--- src/rtl/sram_ctl_pkg.sv ---
package sram_ctl_pkg;

    typedef enum logic [2:0] {
        ST_IDLE,
        ST_RD_ACCESS,
        ST_WR_SETUP,
        ST_WR_PULSE,
        ST_WR_RECOVER,
        ST_TURN
    } ctl_state_e;

    // Whole clock cycles covering a time limit, never less than one.
    function automatic int unsigned wait_cycles(input int unsigned t_ps,
                                                input int unsigned clk_ps);
        int unsigned n;
        n = (t_ps + clk_ps - 1) / clk_ps;
        if (n < 1) n = 1;
        return n;
    endfunction

    function automatic int unsigned max2(input int unsigned a, input int unsigned b);
        return (a > b) ? a : b;
    endfunction

endpackage

--- src/rtl/sram_wait_timer.sv ---
module sram_wait_timer #(
    parameter int unsigned CW = 2
) (
    input  logic          clk,
    input  logic          rst_n,
    input  logic          load,
    input  logic [CW-1:0] load_val,
    output logic          expired
);

    logic [CW-1:0] cnt_d, cnt_q;

    always_comb begin
        cnt_d = cnt_q;
        if (load) begin
            cnt_d = load_val;
        end else if (cnt_q != '0) begin
            cnt_d = cnt_q - 1'b1;
        end
    end

    always_ff @(posedge clk or negedge rst_n) begin
        if (!rst_n) begin
            cnt_q <= '0;
        end else begin
            cnt_q <= cnt_d;
        end
    end

    assign expired = (cnt_q == '0);

endmodule

--- src/rtl/sram_lane_gate.sv ---
module sram_lane_gate #(
    parameter int unsigned LANES = 2
) (
    input  logic [LANES-1:0]   lane_en,
    input  logic [8*LANES-1:0] raw,
    output logic [8*LANES-1:0] gated
);

    for (genvar gi = 0; gi < LANES; gi++) begin : g_lane
        assign gated[gi*8 +: 8] = lane_en[gi] ? raw[gi*8 +: 8] : 8'h00;
    end

endmodule

--- src/rtl/sram_seq_ctrl.sv ---
module sram_seq_ctrl
    import sram_ctl_pkg::*;
#(
    parameter int unsigned AW               = 17,
    parameter int unsigned DW               = 16,
    parameter int unsigned CLK_PERIOD_PS    = 8000,
    parameter int unsigned T_ACCESS_PS      = 10000,
    parameter int unsigned T_WCYCLE_PS      = 10000,
    parameter int unsigned T_ADDR_SETUP_PS  = 0,
    parameter int unsigned T_WE_PULSE_PS    = 7000,
    parameter int unsigned T_DATA_SETUP_PS  = 5000,
    parameter int unsigned T_WR_HOLD_PS     = 0,
    parameter int unsigned T_BUS_RELEASE_PS = 5000,
    localparam int unsigned LANES           = DW / 8
) (
    input  logic             clk,
    input  logic             rst_n,
    input  logic             req_valid,
    output logic             req_ready,
    input  logic             req_write,
    input  logic [AW-1:0]    req_addr,
    input  logic [DW-1:0]    req_wdata,
    input  logic [LANES-1:0] req_mask,
    output logic             rsp_valid,
    output logic [DW-1:0]    rsp_rdata,
    output logic [AW-1:0]    mem_addr,
    output logic             mem_ce_n,
    output logic             mem_oe_n,
    output logic             mem_we_n,
    output logic [LANES-1:0] mem_be_n,
    output logic [DW-1:0]    mem_dq_out,
    output logic             mem_dq_oe,
    input  logic [DW-1:0]    mem_dq_in
);

    // Phase lengths in clock cycles
    localparam int unsigned RD_W  = wait_cycles(T_ACCESS_PS, CLK_PERIOD_PS);
    localparam int unsigned SU_W  = wait_cycles(T_ADDR_SETUP_PS, CLK_PERIOD_PS);
    localparam int unsigned PW_W  = max2(wait_cycles(T_WE_PULSE_PS, CLK_PERIOD_PS),
                                         wait_cycles(T_DATA_SETUP_PS, CLK_PERIOD_PS));
    localparam int unsigned WC_W  = wait_cycles(T_WCYCLE_PS, CLK_PERIOD_PS);
    localparam int unsigned RC_W  = max2(wait_cycles(T_WR_HOLD_PS, CLK_PERIOD_PS),
                                         (WC_W > SU_W + PW_W) ? (WC_W - SU_W - PW_W) : 1);
    localparam int unsigned TA_W  = wait_cycles(T_BUS_RELEASE_PS, CLK_PERIOD_PS);
    localparam int unsigned MAX_W = max2(max2(RD_W, SU_W), max2(max2(PW_W, RC_W), TA_W));
    localparam int unsigned CW    = (MAX_W < 2) ? 1 : $clog2(MAX_W);

    localparam logic [CW-1:0] RD_L = CW'(RD_W - 1);
    localparam logic [CW-1:0] SU_L = CW'(SU_W - 1);
    localparam logic [CW-1:0] PW_L = CW'(PW_W - 1);
    localparam logic [CW-1:0] RC_L = CW'(RC_W - 1);
    localparam logic [CW-1:0] TA_L = CW'(TA_W - 1);

    typedef struct packed {
        ctl_state_e       st;
        logic             ready;
        logic             rsp_valid;
        logic [DW-1:0]    rdata;
        logic [AW-1:0]    addr;
        logic [DW-1:0]    wdata;
        logic [LANES-1:0] lanes;
        logic             ce_n;
        logic             oe_n;
        logic             we_n;
        logic [LANES-1:0] be_n;
        logic             dq_oe;
        logic             after_read;
    } regs_t;

    regs_t            q, d;
    logic             tmr_load;
    logic [CW-1:0]    tmr_val;
    logic             tmr_expired;
    logic [DW-1:0]    rd_gated;

    sram_wait_timer #(.CW(CW)) u_timer (
        .clk      (clk),
        .rst_n    (rst_n),
        .load     (tmr_load),
        .load_val (tmr_val),
        .expired  (tmr_expired)
    );

    sram_lane_gate #(.LANES(LANES)) u_rd_gate (
        .lane_en (~q.be_n),
        .raw     (mem_dq_in),
        .gated   (rd_gated)
    );

    always_comb begin
        d           = q;
        d.rsp_valid = 1'b0;
        tmr_load    = 1'b0;
        tmr_val     = '0;
        case (q.st)
            ST_IDLE: begin
                if (req_valid && q.ready) begin
                    if (req_mask == '0) begin
                        // empty mask: consumed with no memory access
                        if (!req_write) begin
                            d.rsp_valid = 1'b1;
                            d.rdata     = '0;
                        end
                    end else begin
                        d.addr  = req_addr;
                        d.lanes = req_mask;
                        d.wdata = req_wdata;
                        d.ready = 1'b0;
                        if (!req_write) begin
                            d.st         = ST_RD_ACCESS;
                            d.ce_n       = 1'b0;
                            d.oe_n       = 1'b0;
                            d.be_n       = ~req_mask;
                            d.after_read = 1'b1;
                            tmr_load     = 1'b1;
                            tmr_val      = RD_L;
                        end else if (q.after_read) begin
                            d.st         = ST_TURN;
                            d.after_read = 1'b0;
                            tmr_load     = 1'b1;
                            tmr_val      = TA_L;
                        end else begin
                            d.st     = ST_WR_SETUP;
                            d.ce_n   = 1'b0;
                            d.be_n   = ~req_mask;
                            d.dq_oe  = 1'b1;
                            tmr_load = 1'b1;
                            tmr_val  = SU_L;
                        end
                    end
                end
            end
            ST_RD_ACCESS: begin
                if (tmr_expired) begin
                    d.rdata     = rd_gated;
                    d.rsp_valid = 1'b1;
                    d.ce_n      = 1'b1;
                    d.oe_n      = 1'b1;
                    d.be_n      = '1;
                    d.ready     = 1'b1;
                    d.st        = ST_IDLE;
                end
            end
            ST_TURN: begin
                if (tmr_expired) begin
                    d.st     = ST_WR_SETUP;
                    d.ce_n   = 1'b0;
                    d.be_n   = ~q.lanes;
                    d.dq_oe  = 1'b1;
                    tmr_load = 1'b1;
                    tmr_val  = SU_L;
                end
            end
            ST_WR_SETUP: begin
                if (tmr_expired) begin
                    d.st     = ST_WR_PULSE;
                    d.we_n   = 1'b0;
                    tmr_load = 1'b1;
                    tmr_val  = PW_L;
                end
            end
            ST_WR_PULSE: begin
                if (tmr_expired) begin
                    d.st     = ST_WR_RECOVER;
                    d.we_n   = 1'b1;
                    tmr_load = 1'b1;
                    tmr_val  = RC_L;
                end
            end
            ST_WR_RECOVER: begin
                if (tmr_expired) begin
                    d.st    = ST_IDLE;
                    d.ce_n  = 1'b1;
                    d.be_n  = '1;
                    d.dq_oe = 1'b0;
                    d.ready = 1'b1;
                end
            end
            default: begin
                d.st    = ST_IDLE;
                d.ce_n  = 1'b1;
                d.oe_n  = 1'b1;
                d.we_n  = 1'b1;
                d.be_n  = '1;
                d.dq_oe = 1'b0;
                d.ready = 1'b1;
            end
        endcase
    end

    always_ff @(posedge clk or negedge rst_n) begin
        if (!rst_n) begin
            q.st         <= ST_IDLE;
            q.ready      <= 1'b1;
            q.rsp_valid  <= 1'b0;
            q.rdata      <= '0;
            q.addr       <= '0;
            q.wdata      <= '0;
            q.lanes      <= '0;
            q.ce_n       <= 1'b1;
            q.oe_n       <= 1'b1;
            q.we_n       <= 1'b1;
            q.be_n       <= '1;
            q.dq_oe      <= 1'b0;
            q.after_read <= 1'b0;
        end else begin
            q <= d;
        end
    end

    assign req_ready  = q.ready;
    assign rsp_valid  = q.rsp_valid;
    assign rsp_rdata  = q.rdata;
    assign mem_addr   = q.addr;
    assign mem_ce_n   = q.ce_n;
    assign mem_oe_n   = q.oe_n;
    assign mem_we_n   = q.we_n;
    assign mem_be_n   = q.be_n;
    assign mem_dq_out = q.wdata;
    assign mem_dq_oe  = q.dq_oe;

endmodule

--- config.mk ---
export PLATFORM = sky130hd
export DESIGN_NAME = sram_seq_ctrl
export DESIGN_NICKNAME = d
export VERILOG_FILES = /design/src/rtl/sram_ctl_pkg.sv /design/src/rtl/sram_wait_timer.sv /design/src/rtl/sram_lane_gate.sv /design/src/rtl/sram_seq_ctrl.sv
export SDC_FILE = /design/constraint.sdc
export NUM_CORES = 1
export LEC_CHECK = 0
export BUFFER_PORTS_ARGS = -buffer_cell sky130_fd_sc_hd__buf_2
export CORE_UTILIZATION = 45
export CTS_BUF_LIST = sky130_fd_sc_hd__clkbuf_4 sky130_fd_sc_hd__clkbuf_8
export DETAILED_ROUTE_END_ITERATION = 7
export PLACE_DENSITY_LB_ADDON = 0.2
export SYNTH_ARGS = -nofsm -noshare
export SYNTH_HDL_FRONTEND = slang
export SYNTH_SLANG_ARGS = --single-unit
--- constraint.sdc ---
create_clock -name clk -period 2.75 [get_ports clk]
set_clock_uncertainty 0.1 [all_clocks]
set_input_delay 0.275 -clock clk [delete_from_list [all_inputs] [get_ports clk]]
set_output_delay 0.275 -clock clk [all_outputs]
set_load 0.05 [all_outputs]
* After elaboration in Yosys (flattened, before gate mapping)
Index checks and enable logic that the tools add are counted.
** Word-level totals
- Logic and storage cells :: 103
- Flip-flop bits (word level) :: 64
- Input bits :: 55
- Output and inout port bits :: 57
** Operators by class
- Equal/unequal tests :: 17
- Muxes and demuxes :: 45
- Reductions and logical operators :: 17
- Bitwise logic cells :: 9
- Add/sub/neg operators :: 1
** Operator list (count)
- $mux W58 :: 1
- $mux W37 :: 1
- $mux W17 :: 2
- $pmux W17 S2 :: 1
- $mux W3 :: 8
- $ne A2 B2 Y1 const B :: 11
- $mux W21 :: 1
- $reduce_and A7 Y1 :: 3
- $pmux W3 S6 :: 1
- $mux W4 :: 4
- $mux W8 :: 2
- $mux W1 :: 15
- $reduce_and A5 Y1 :: 3
- $pmux W2 S5 :: 1
- $pmux W1 S4 :: 2
- $reduce_or A4 Y1 :: 2
- $eq A3 B2 Y1 const B :: 2
- $eq A3 B3 Y1 const B :: 2
- $not A1 Y1 :: 6
- $not A2 Y2 :: 3
- $pmux W1 S3 :: 2
- $reduce_and A3 Y1 :: 2
- $reduce_or A3 Y1 :: 2
- $pmux W1 S5 :: 1
- 10 further kinds :: 11

* Depth between registers and ports, before layout
Gate-level depths: netlist of run 1.
- Depth after elaboration :: 6
- Depth in mapped cells :: 6
- Gate-level depth less buffers :: 5

* By module
A second synthesis of run 1 with hierarchy kept.
** Unflattened totals
- Cells, all modules :: 275
- Area total of the unflattened synthesis :: 3289.4 µm²
** By module, submodules not included
- sram_seq_ctrl :: cells each 256, sequential area each 1584.0 µm², instances 1, area an instance 3154.3 µm²
- sram_lane_gate :: cells each 16, sequential area each 0.0 µm², instances 1, area an instance 100.1 µm²
- sram_wait_timer :: cells each 3, sequential area each 25.0 µm², instances 1, area an instance 35.0 µm²

* Least setup slack after synthesis of run 1
OpenSTA, ideal clock, no wires.
- Path kind :: register -> register
- Start :: reg q (netlist bit req_ready)
- End :: reg q (netlist bit mem_addr[0])
- Arrival time :: 1.963 ns
- Period minus slack after synthesis :: 2.189 ns
- Setup slack :: 0.561 ns
- Cell stages (with the launch flop) :: 5
- Path buffers :: 1
- Setup time :: 0.125 ns
- Required time :: 2.525 ns
- Path through :: dfstp_2 -> nand2_1 -> nor4_4 -> buf_6 -> mux2_4
** On the way
- Cells in the longest elaborated chain, start to end :: 2
** RTL lines
- from (decl) :: RTL line sram_seq_ctrl.sv:70 : regs_t q, d;
- $logic_and A1 B1 Y1 :: RTL line sram_seq_ctrl.sv:97 : if (req_valid && q.ready) begin
- $reduce_and A3 Y1 (no source line)
Every way passes these cells.
A chain may end at the register's enable or synchronous reset.

* Worst setup path after layout of run 1
- Start :: reg q[60] in the netlist's numbering
- End :: reg q (netlist bit mem_dq_out[4])
** On the way
- Cells in the longest elaborated chain, start to end :: 2
** RTL lines
- $logic_not A3 Y1 :: RTL line sram_seq_ctrl.sv:95 : case (q.st)
- $reduce_and A3 Y1 (no source line)
Every way passes these cells.

==> results of run 1 <==
## sequential cells by signal, indices dropped and copies added (netlist names)
name,flops
mem_ce_n,1
req_ready,1
q,6
mem_oe_n,1
mem_dq_out,16
rsp_rdata,16
mem_be_n,2
mem_addr,17
mem_we_n,1
u_timer.cnt_q,1
mem_dq_oe,1
rsp_valid,1
## repair_timing
action | in CTS | in global routing
hold endpoints to repair | 58 | 0
hold buffers | 1 | 0
gates resized for setup | 0 | 0
## layout by cell type (no fill, tap or decap), types with 2 or more instances in the layout
cell	synthesis	final
a21oi_1	6	6
a22o_1	16	16
a22oi_1	2	2
a32oi_1	2	2
buf_2	1	111
buf_4	51	3
bufinv_16	0	2
clkbuf_8	0	9
clkinv_2	0	2
dfrtp_1	58	58
dfstp_2	6	6
ha_1	3	3
inv_1	5	5
mux2_1	8	8
mux2_2	8	8
mux2_4	20	20
nand2_1	9	9
nand2b_1	2	2
nand3_1	6	6
nor2_1	10	10
nor2b_1	2	2
nor3_1	6	6
o211ai_1	2	2
o21ai_0	6	6
## per-layer routing
layer | GRT usage (%) | vias to the layer above | part of all wire, %
met4 | 7.727 | 0 | 1.3
li1 | - | 969 | -
met5 | 0 | - | 0
met3 | 3.696 | 9 | 5.9
met1 | 22.31 | 1005 | 47
met2 | 24.51 | 85 | 46
## layout make-up
class / instances / area (sq um)
multi-input combinational: 123 / 1056
sequential: 64 / 1609
fill: 607 / 3146
inverter: 5 / 18.77
timing repair buffer: 116 / 608.1
tap: 80 / 100.1
clock buffer: 9 / 123.9
clock inverter: 7 / 95.09
## final timing paths
check	cells after the start	slack [ps]	to	from
worst max-delay path	4	580	mem_dq_out[4]	q[60]
worst min-delay path	2	50	rsp_rdata[3]	mem_dq_in[3]
worst max register to register	4	580	mem_dq_out[4]	q[60]
worst min register to register	1	380	mem_addr[8]	mem_addr[8]
max in group asynchronous	3	1830	mem_we_n	rst_n
min in group asynchronous	3	370	mem_addr[2]	rst_n
## per-stage QoR
| step | std cells | setup WS, ps | utilization (%) |
|---|---|---|---|
| after floorplan | 252 | 561.4 | - |
| after CTS | 404 | 579.1 | 53.44 |
| final | 404 | 581.8 | 53.44 |
| after global routing | 404 | 447.0 | 53.44 |
| after detailed placement | 387 | 592.2 | 50.06 |
| after global placement | 387 | 650.7 | 50.06 |
## logic make-up after synthesis
group           Yosys count
mux                      37
flops                    64
fa+ha+maj                 3
buf+inv                  65
simple gates             39
compound gates           44
==> out/metrics.csv, run 1 <==
metric,value,unit
final_max_slew_viol_count,0,
holdWs,53.21,ps
grt_max_degree,65,
path_class,register to register,
slew_headroom,63.39,%
synth_compound_area_share,10.55,%
vias,2068,
period_needed,2168,ps
hp-class,primary input to register,
ant_nets,0,
fp-row-count,30,
grt_pass1_vias,1938,
cp.arrival,2280,ps
drt_iter0_markers,88,
fp.dieW,85.43,um
ys_warn_count,0,
netlist_instances,252,
cts_max_level,3,
cp-start-kind,register,
path_max_fanout,22,
nets,377,
finalHoldViolations,0,
cts_setup_buffers,0,
synth_top_family_by_area,multiplexers,
rsz0062_at_grt,false,
post_dp_cell_area,3382,sq um
cpPeakStageDelay,530,ps
numCtsBuffers,9,
fmax,461.2,MHz
yosysTopAreaCellShare,46.34,%
setup_violations,0,
synthTopCellsByCount,"dfrtp_1, buf_4, mux2_4",
drt-pass1-iter-count,5,
maxCapViolations,0,
tightestPinTransition,545.0,ps
synthArstFlopShare,100.0,%
cts_tree,yes,
cts.path.max_buffers,2,
overflow,0,
syn_nets,310,
synth_fa_ha_area_share,1.199,%
ios,112,
synth_edf_count,0,
antenna_found_initial,0,
synthXorXnorAreaFrac,0,%
cp_cell_sequence,or2_1 -> nor4_4 -> buf_4 -> mux2_2,
cts_sinks,64,
drive_above_1_share,51.54,%
grt_usage,16.27,%
place.gp.congestion,0.9555,
placeableCoreArea,6756,sq um
path_delay_family,simple AND/OR/NAND/NOR gates,
crit_buf_inv,1,
min_period_over_period,78.84,%
required,2860,ps
avgSynthCellArea,12.43,sq um
wl,5.800,mm
synth-simple-area-share,6.312,%
detail_route.wl_per_cell,14.36,um
root_buffer,clkbuf_8,
fin_setup_tns,0,ps
worstSetupEndpointType,register,
antenna_cells,0,
post-synth-top-count-cell,dfrtp_1,
hpwl,3.996,mm
port_buffers,111,
synth_ff_type,dfrtp_1,
yosys_register_bits,64,
ys_types,38,
grt_pass1_wl,9.211,mm
status,"finished, final reports clean",
final_cell_area,3611,sq um
synth_area,3132,sq um
via_per_inst,5.119,
start_util,46.35,%
drc_errors,0,
die_h,85.43,um
yosysSeqAreaShare,51.38,%
cp_slowest_cell,dfrtp_1,
synth_largest_area_cell,dfrtp_1,
clkLatencyLatePin,330,ps
synth.area.mux_share,15.66,%
dieArea,7297,sq um
cts.clk_slew.worst_paths,80,ps
synth_area_leaders,"dfrtp_1, buf_4, mux2_4, dfstp_2, a22o_1",
syn_to_final_growth,15.30,%
Power of run 1 is left out: the tool's default activity adds up to more than one toggle a clock period on the data nets, which glitch-free logic cannot reach.
==> run 2: changes to the inputs <==
==> constraint.sdc (replaced) <==
create_clock -name clk -period 1.96 [get_ports clk]
set_clock_uncertainty 0.1 [all_clocks]
set_input_delay 0.196 -clock clk [delete_from_list [all_inputs] [get_ports clk]]
set_output_delay 0.196 -clock clk [all_outputs]
set_load 0.05 [all_outputs]
==> out/metrics.csv, run 2 (same netlist as run 1, synthesis figures left out) <==
metric,value,unit,change
setup_violations,0,,unchanged
via_per_inst,4.952,,-3.2%
antenna_cells,0,,unchanged
overflow,0,,unchanged
final_common_cell,buf_2,,
hp-class,primary input to register,,
cts_tree,yes,,
cts_sinks,64,,unchanged
dieArea,7297,sq um,unchanged
placeableCoreArea,6756,sq um,unchanged
ios,112,,unchanged
cpPeakStageDelay,640,ps,+110 ps
required,2070,ps,-790 ps
cts.clk_slew.worst_paths,70,ps,about the same
maxCapViolations,0,,unchanged
antenna_found_initial,0,,unchanged
rsz0062_at_grt,false,,
largest_register_ffs,17,,unchanged
wl,6.919,mm,+19%
grt_pass1_vias,2244,,+16%
power_leakage,2.085,nW,
fmax,525.7,MHz,+14%
tightestPinTransition,447.5,ps,-97.51 ps
path_delay_family,flip-flops,,
drt_iter0_markers,104,,+18%
finalNonFillerCells,463,,+15%
cp_slowest_cell,dfstp_4,,
path_class,register to register,,
period_needed,1902,ps,-266.0 ps
finalHoldViolations,0,,unchanged
crit_buf_inv,1,,unchanged
cp.arrival,2020,ps,-260 ps
cts.path.max_buffers,2,,unchanged
drt-pass1-iter-count,4,,-1
drc_errors,0,,unchanged
grt_pass1_wl,10.79,mm,+17%
path_max_fanout,17,,-23%
fp.dieW,85.43,um,unchanged
cp-start-kind,register,,
nets,437,,+16%
grt_max_degree,50,,-23%
cts_max_level,3,,unchanged
slew_headroom,70.17,%,+6.8 points
syn_to_final_growth,34.96,%,
status,"finished, final reports clean",,
die_h,85.43,um,unchanged
root_buffer,clkbuf_8,,
vias,2293,,+11%
port_buffers,111,,unchanged
start_util,46.35,%,unchanged
power_density,1935,nW/um^2,
final_cell_mix,"buf_2, dfrtp_1, dlygate4sd3_1",,
fp-row-count,30,,unchanged
drive_above_1_share,48.30,%,-3.2 points
ant_nets,0,,unchanged
worstSetupEndpointType,register,,
final_util,62.56,%,+9.1 points
grt_usage,19.28,%,+3.0 points
detail_route.wl_per_cell,14.94,um,+4.1%
irDropWorstVdd,882.1,uV,
hpwl,4.270,mm,+6.8%
placed_cells,394,,+1.8%
numCtsBuffers,9,,unchanged
clkLatencyLatePin,330,ps,about the same
min_period_over_period,97.05,%,+18 points
final_max_slew_viol_count,0,,unchanged
cp_cell_sequence,nand2_4 -> nor3_1 -> a22oi_1 -> buf_4 -> a22o_1,,
place.gp.congestion,0.8674,,-9.2%
power.total,8.178,mW,
[run 2: changes by cell type in the layout (fill, tap and decap cells not counted), sizes merged]
cell	previous run	this run
dlygate4sd3	1	50
inv	6	5
bufinv	2	1
buf	115	125
clkbuf	9	13
clkinv	3	1
[run 2: stage by stage]
stage                     setup slack, ps  hold WS, ps  instance area [sq um]  TNS [ps]
after detailed placement            68.58        36.71                   3473         0
after CTS                           51.37        16.28                   4169         0
after floorplan                    -69.95       -199.6                   3159     -1850
after global routing                1.452        38.86                   4227         0
after global placement              49.12        40.17                   3473         0
final                               57.85        38.74                   4227         0
[run 2: worst reg2reg max path, cell delays in order, from the launching register on]
cell and delay [ps]:
dfstp_4 640, nand2_4 70, nor3_1 360, a22oi_1 120, buf_4 230, a22o_1 260
[run 2: power by group]
part | total (mW) | switching, mW | internal [mW] | leakage (nW)
registers | 2.38 | 0.370 | 2.01 | 0.785
logic | 4.67 | 3.09 | 1.57 | 1.20
clock network | 1.13 | 0.490 | 0.642 | 0.0993
[run 2: area by class of cell]
class / instances / area [sq um]
clock buffer: 12 / 152.6
multi-input combinational: 123 / 1089
timing repair buffer: 176 / 1211
sequential: 64 / 1613
clock inverter: 3 / 42.54
tap: 80 / 100.1
inverter: 5 / 18.77
fill: 545 / 2530
[run 2: worst paths after layout]
| kind | from | end | slack, ps | cells past startpoint |
|---|---|---|---|---|
| setup / recovery | req_ready | rsp_rdata[0] | 60 | 5 |
| hold / removal | req_write | u_timer.cnt_q | 40 | 2 |
| setup reg to reg | req_ready | rsp_rdata[0] | 60 | 5 |
| hold reg to reg | mem_ce_n | mem_ce_n | 370 | 2 |
| max in group asynchronous | rst_n | mem_ce_n | 890 | 3 |
| min in group asynchronous | rst_n | mem_addr[1] | 220 | 2 |
[run 2: per-layer routing]
layer	GRT usage, %	wire length (um)
met5	0	0
met4	6.667	98
met3	4.961	339
met2	31.49	3434
met1	24.95	3046
[run 2: repair_timing]
item,CTS,global route
hold buffers,50,0
gates resized for setup,0,3
setup buffers,0,3
endpoints found under the setup margin,0,21
hold endpoints to repair,64,0
(Power assumes the default switching activity.)
==> run 3: changes to the inputs <==
--- a/config.mk
+++ b/config.mk
@@ -9,7 +9,7 @@
 export CORE_UTILIZATION = 45
 export CTS_BUF_LIST = sky130_fd_sc_hd__clkbuf_4 sky130_fd_sc_hd__clkbuf_8
 export DETAILED_ROUTE_END_ITERATION = 7
-export PLACE_DENSITY_LB_ADDON = 0.2
+export PLACE_DENSITY = 0.73
 export SYNTH_ARGS = -nofsm -noshare
 export SYNTH_HDL_FRONTEND = slang
 export SYNTH_SLANG_ARGS = --single-unit
==> out/metrics.csv, run 3 (same netlist as run 1, synthesis figures left out) <==
metric,value,unit,change
grt_usage,19.18,%,-0.096 points
internal-power,4.019,mW,-4.9%
overflow,0,,unchanged
power_leakage,2.057,nW,-1.3%
setup_violations,0,,unchanged
die_h,85.43,um,unchanged
dieArea,7297,sq um,unchanged
required,2070,ps,about the same
clkLatencyLatePin,330,ps,about the same
drc_errors,0,,unchanged
ant_nets,0,,unchanged
maxCapViolations,0,,unchanged
numCtsBuffers,9,,unchanged
syn_to_final_growth,33.56,%,
place.gp.congestion,0.9247,,+6.6%
status,"finished, final reports clean",,
via_per_inst,5.056,,+2.1%
largest_register_ffs,17,,unchanged
grt_pass1_wl,10.90,mm,+1.0%
final_cell_mix,"buf_2, dfrtp_1, dlygate4sd3_1",,
detail_route.wl_per_cell,15.00,um,+0.38%
vias,2331,,+1.7%
placeableCoreArea,6756,sq um,unchanged
min_period_over_period,98.75,%,+1.7 points
port_buffers,111,,unchanged
antenna_found_initial,0,,unchanged
final_util,61.91,%,-0.65 points
r2r_cells,5,,unchanged
antenna_cells,0,,unchanged
switchingPower,3.984,mW,+0.81%
path_max_fanout,18,,+1
final_max_slew_viol_count,0,,unchanged
start_util,46.35,%,unchanged
cpPeakStageDelay,660,ps,+20 ps
r2r_setup_slack,20,ps,-30 ps
rsz0062_at_grt,true,,
whs_path_depth,2,,unchanged
worstSetupEndpointType,register,,
swShare,49.78,%,+1.5 points
cp-start-kind,register,,
min_to,u_timer.cnt_q,,
cts_max_level,3,,unchanged
cts_tree,yes,,
fp.dieW,85.43,um,unchanged
fin_setup_tns,0,ps,unchanged
r2r_start,req_ready,,
power_density,1913,nW/um^2,-1.1%
fp-row-count,30,,unchanged
drt-pass1-iter-count,4,,unchanged
pwr-share-clk,12.2,%,-1.6 points
ios,112,,unchanged
nets,434,,-0.69%
final_common_cell,buf_2,,
r2r-end,mem_dq_out[2],,
cts.path.max_buffers,2,,unchanged
drt_iter0_markers,141,,+36%
grt_pass1_vias,2299,,+2.5%
fmax,516.6,MHz,-1.7%
hp-class,primary input to register,,
cts_sinks,64,,unchanged
finalHoldViolations,0,,unchanged
root_buffer,clkbuf_8,,
seqPwrFrac,29.8,%,+0.7 points
wl,6.915,mm,about the same
irDropWorstVdd,907.3,uV,+2.9%
cts.clk_slew.worst_paths,70,ps,about the same
combPwrFrac,58.0,%,+0.9 points
slew_headroom,69.84,%,-0.33 points
worstHoldStart,req_write,,
period_needed,1936,ps,+33.41 ps
path_class,register to register,,
grt_max_degree,65,,+30%
cp.arrival,2050,ps,+30 ps
drive_above_1_share,48.82,%,+0.52 points
cp_cell_sequence,nand2_4 -> nor4_4 -> buf_4 -> clkbuf_16 -> mux2_2,,
hpwl,4.154,mm,-2.7%
tightestPinTransition,449.0,ps,+1.480 ps
cp_slowest_cell,dfstp_4,,
-- run 3: changes by cell type in the layout (fill, tap and decap cells not counted), sizes merged --
| cell | before | now |
|---|---|---|
| clkbuf | 13 | 10 |
| buf | 125 | 122 |
| bufinv | 1 | 0 |
| clkinv | 1 | 6 |
-- run 3: worst max path at each step --
stage	from	endpoint	slack [ps]
after floorplan	req_ready	mem_addr[0]	-70
after detailed placement	q[60]	mem_dq_out[0]	30
after global routing	req_ready	mem_dq_out[0]	-40
after CTS	q[60]	mem_dq_out[2]	20
after global placement	q[60]	mem_dq_out[1]	80
final	req_ready	mem_dq_out[2]	20
-- run 3: power by group through the flow --
stage | combinational, mW | clock (mW) | sequential [mW]
finish | 4.65 | 0.972 | 2.39
global route | 4.89 | 1.07 | 2.47
CTS | 4.58 | 1.01 | 2.38
detailed placement | 4.48 | 0 | 2.40
global placement | 4.43 | 0 | 2.36
floorplan | 4.12 | 0 | 2.50
-- run 3: layout make-up --
class	instances	area, sq um
sequential	64	1613
timing repair buffer	173	1184
clock inverter	7	48.80
multi-input combinational	123	1095
tap	80	100.1
fill	521	2574
clock buffer	9	123.9
inverter	5	18.77
-- run 3: layer usage --
layer  track usage [%]  routed length, um  up-vias
li1                  -                  -     1078
met3             5.545                361        4
met1             24.16               3057     1161
met5                 0                  0        -
met2             31.71               3448       88
met4             6.515                 47        0
-- run 3: critical path, delay by kind of cell (launching register included) --
kind	cells	cell delay [ps]
buffers and inverters	2	390
multiplexers	1	350
flip-flops	1	660
AND/OR/NAND/NOR	2	320
-- run 3: stage by stage --
step | area (sq um) | cells | setup slack, ps | hold WS, ps | total power, mW
2_1_floorplan | 3159 | 252 | -69.95 | -199.6 | 6.626
6_report | 4183 | 461 | 24.44 | 29.14 | 8.003
4_1_cts | 4121 | 457 | 21.71 | 3.236 | 7.965
5_1_grt | 4183 | 461 | -39.32 | 17.45 | 8.428
3_3_place_gp | 3458 | 392 | 83.98 | 131.0 | 6.787
3_5_place_dp | 3458 | 392 | 29.73 | 141.1 | 6.878
-- run 3: timing repair --
action,CTS,global route
gates resized for setup,0,8
hold buffers,49,1
endpoints found under the setup margin,0,38
endpoints found under the hold margin,106,1
buffers inserted,0,2
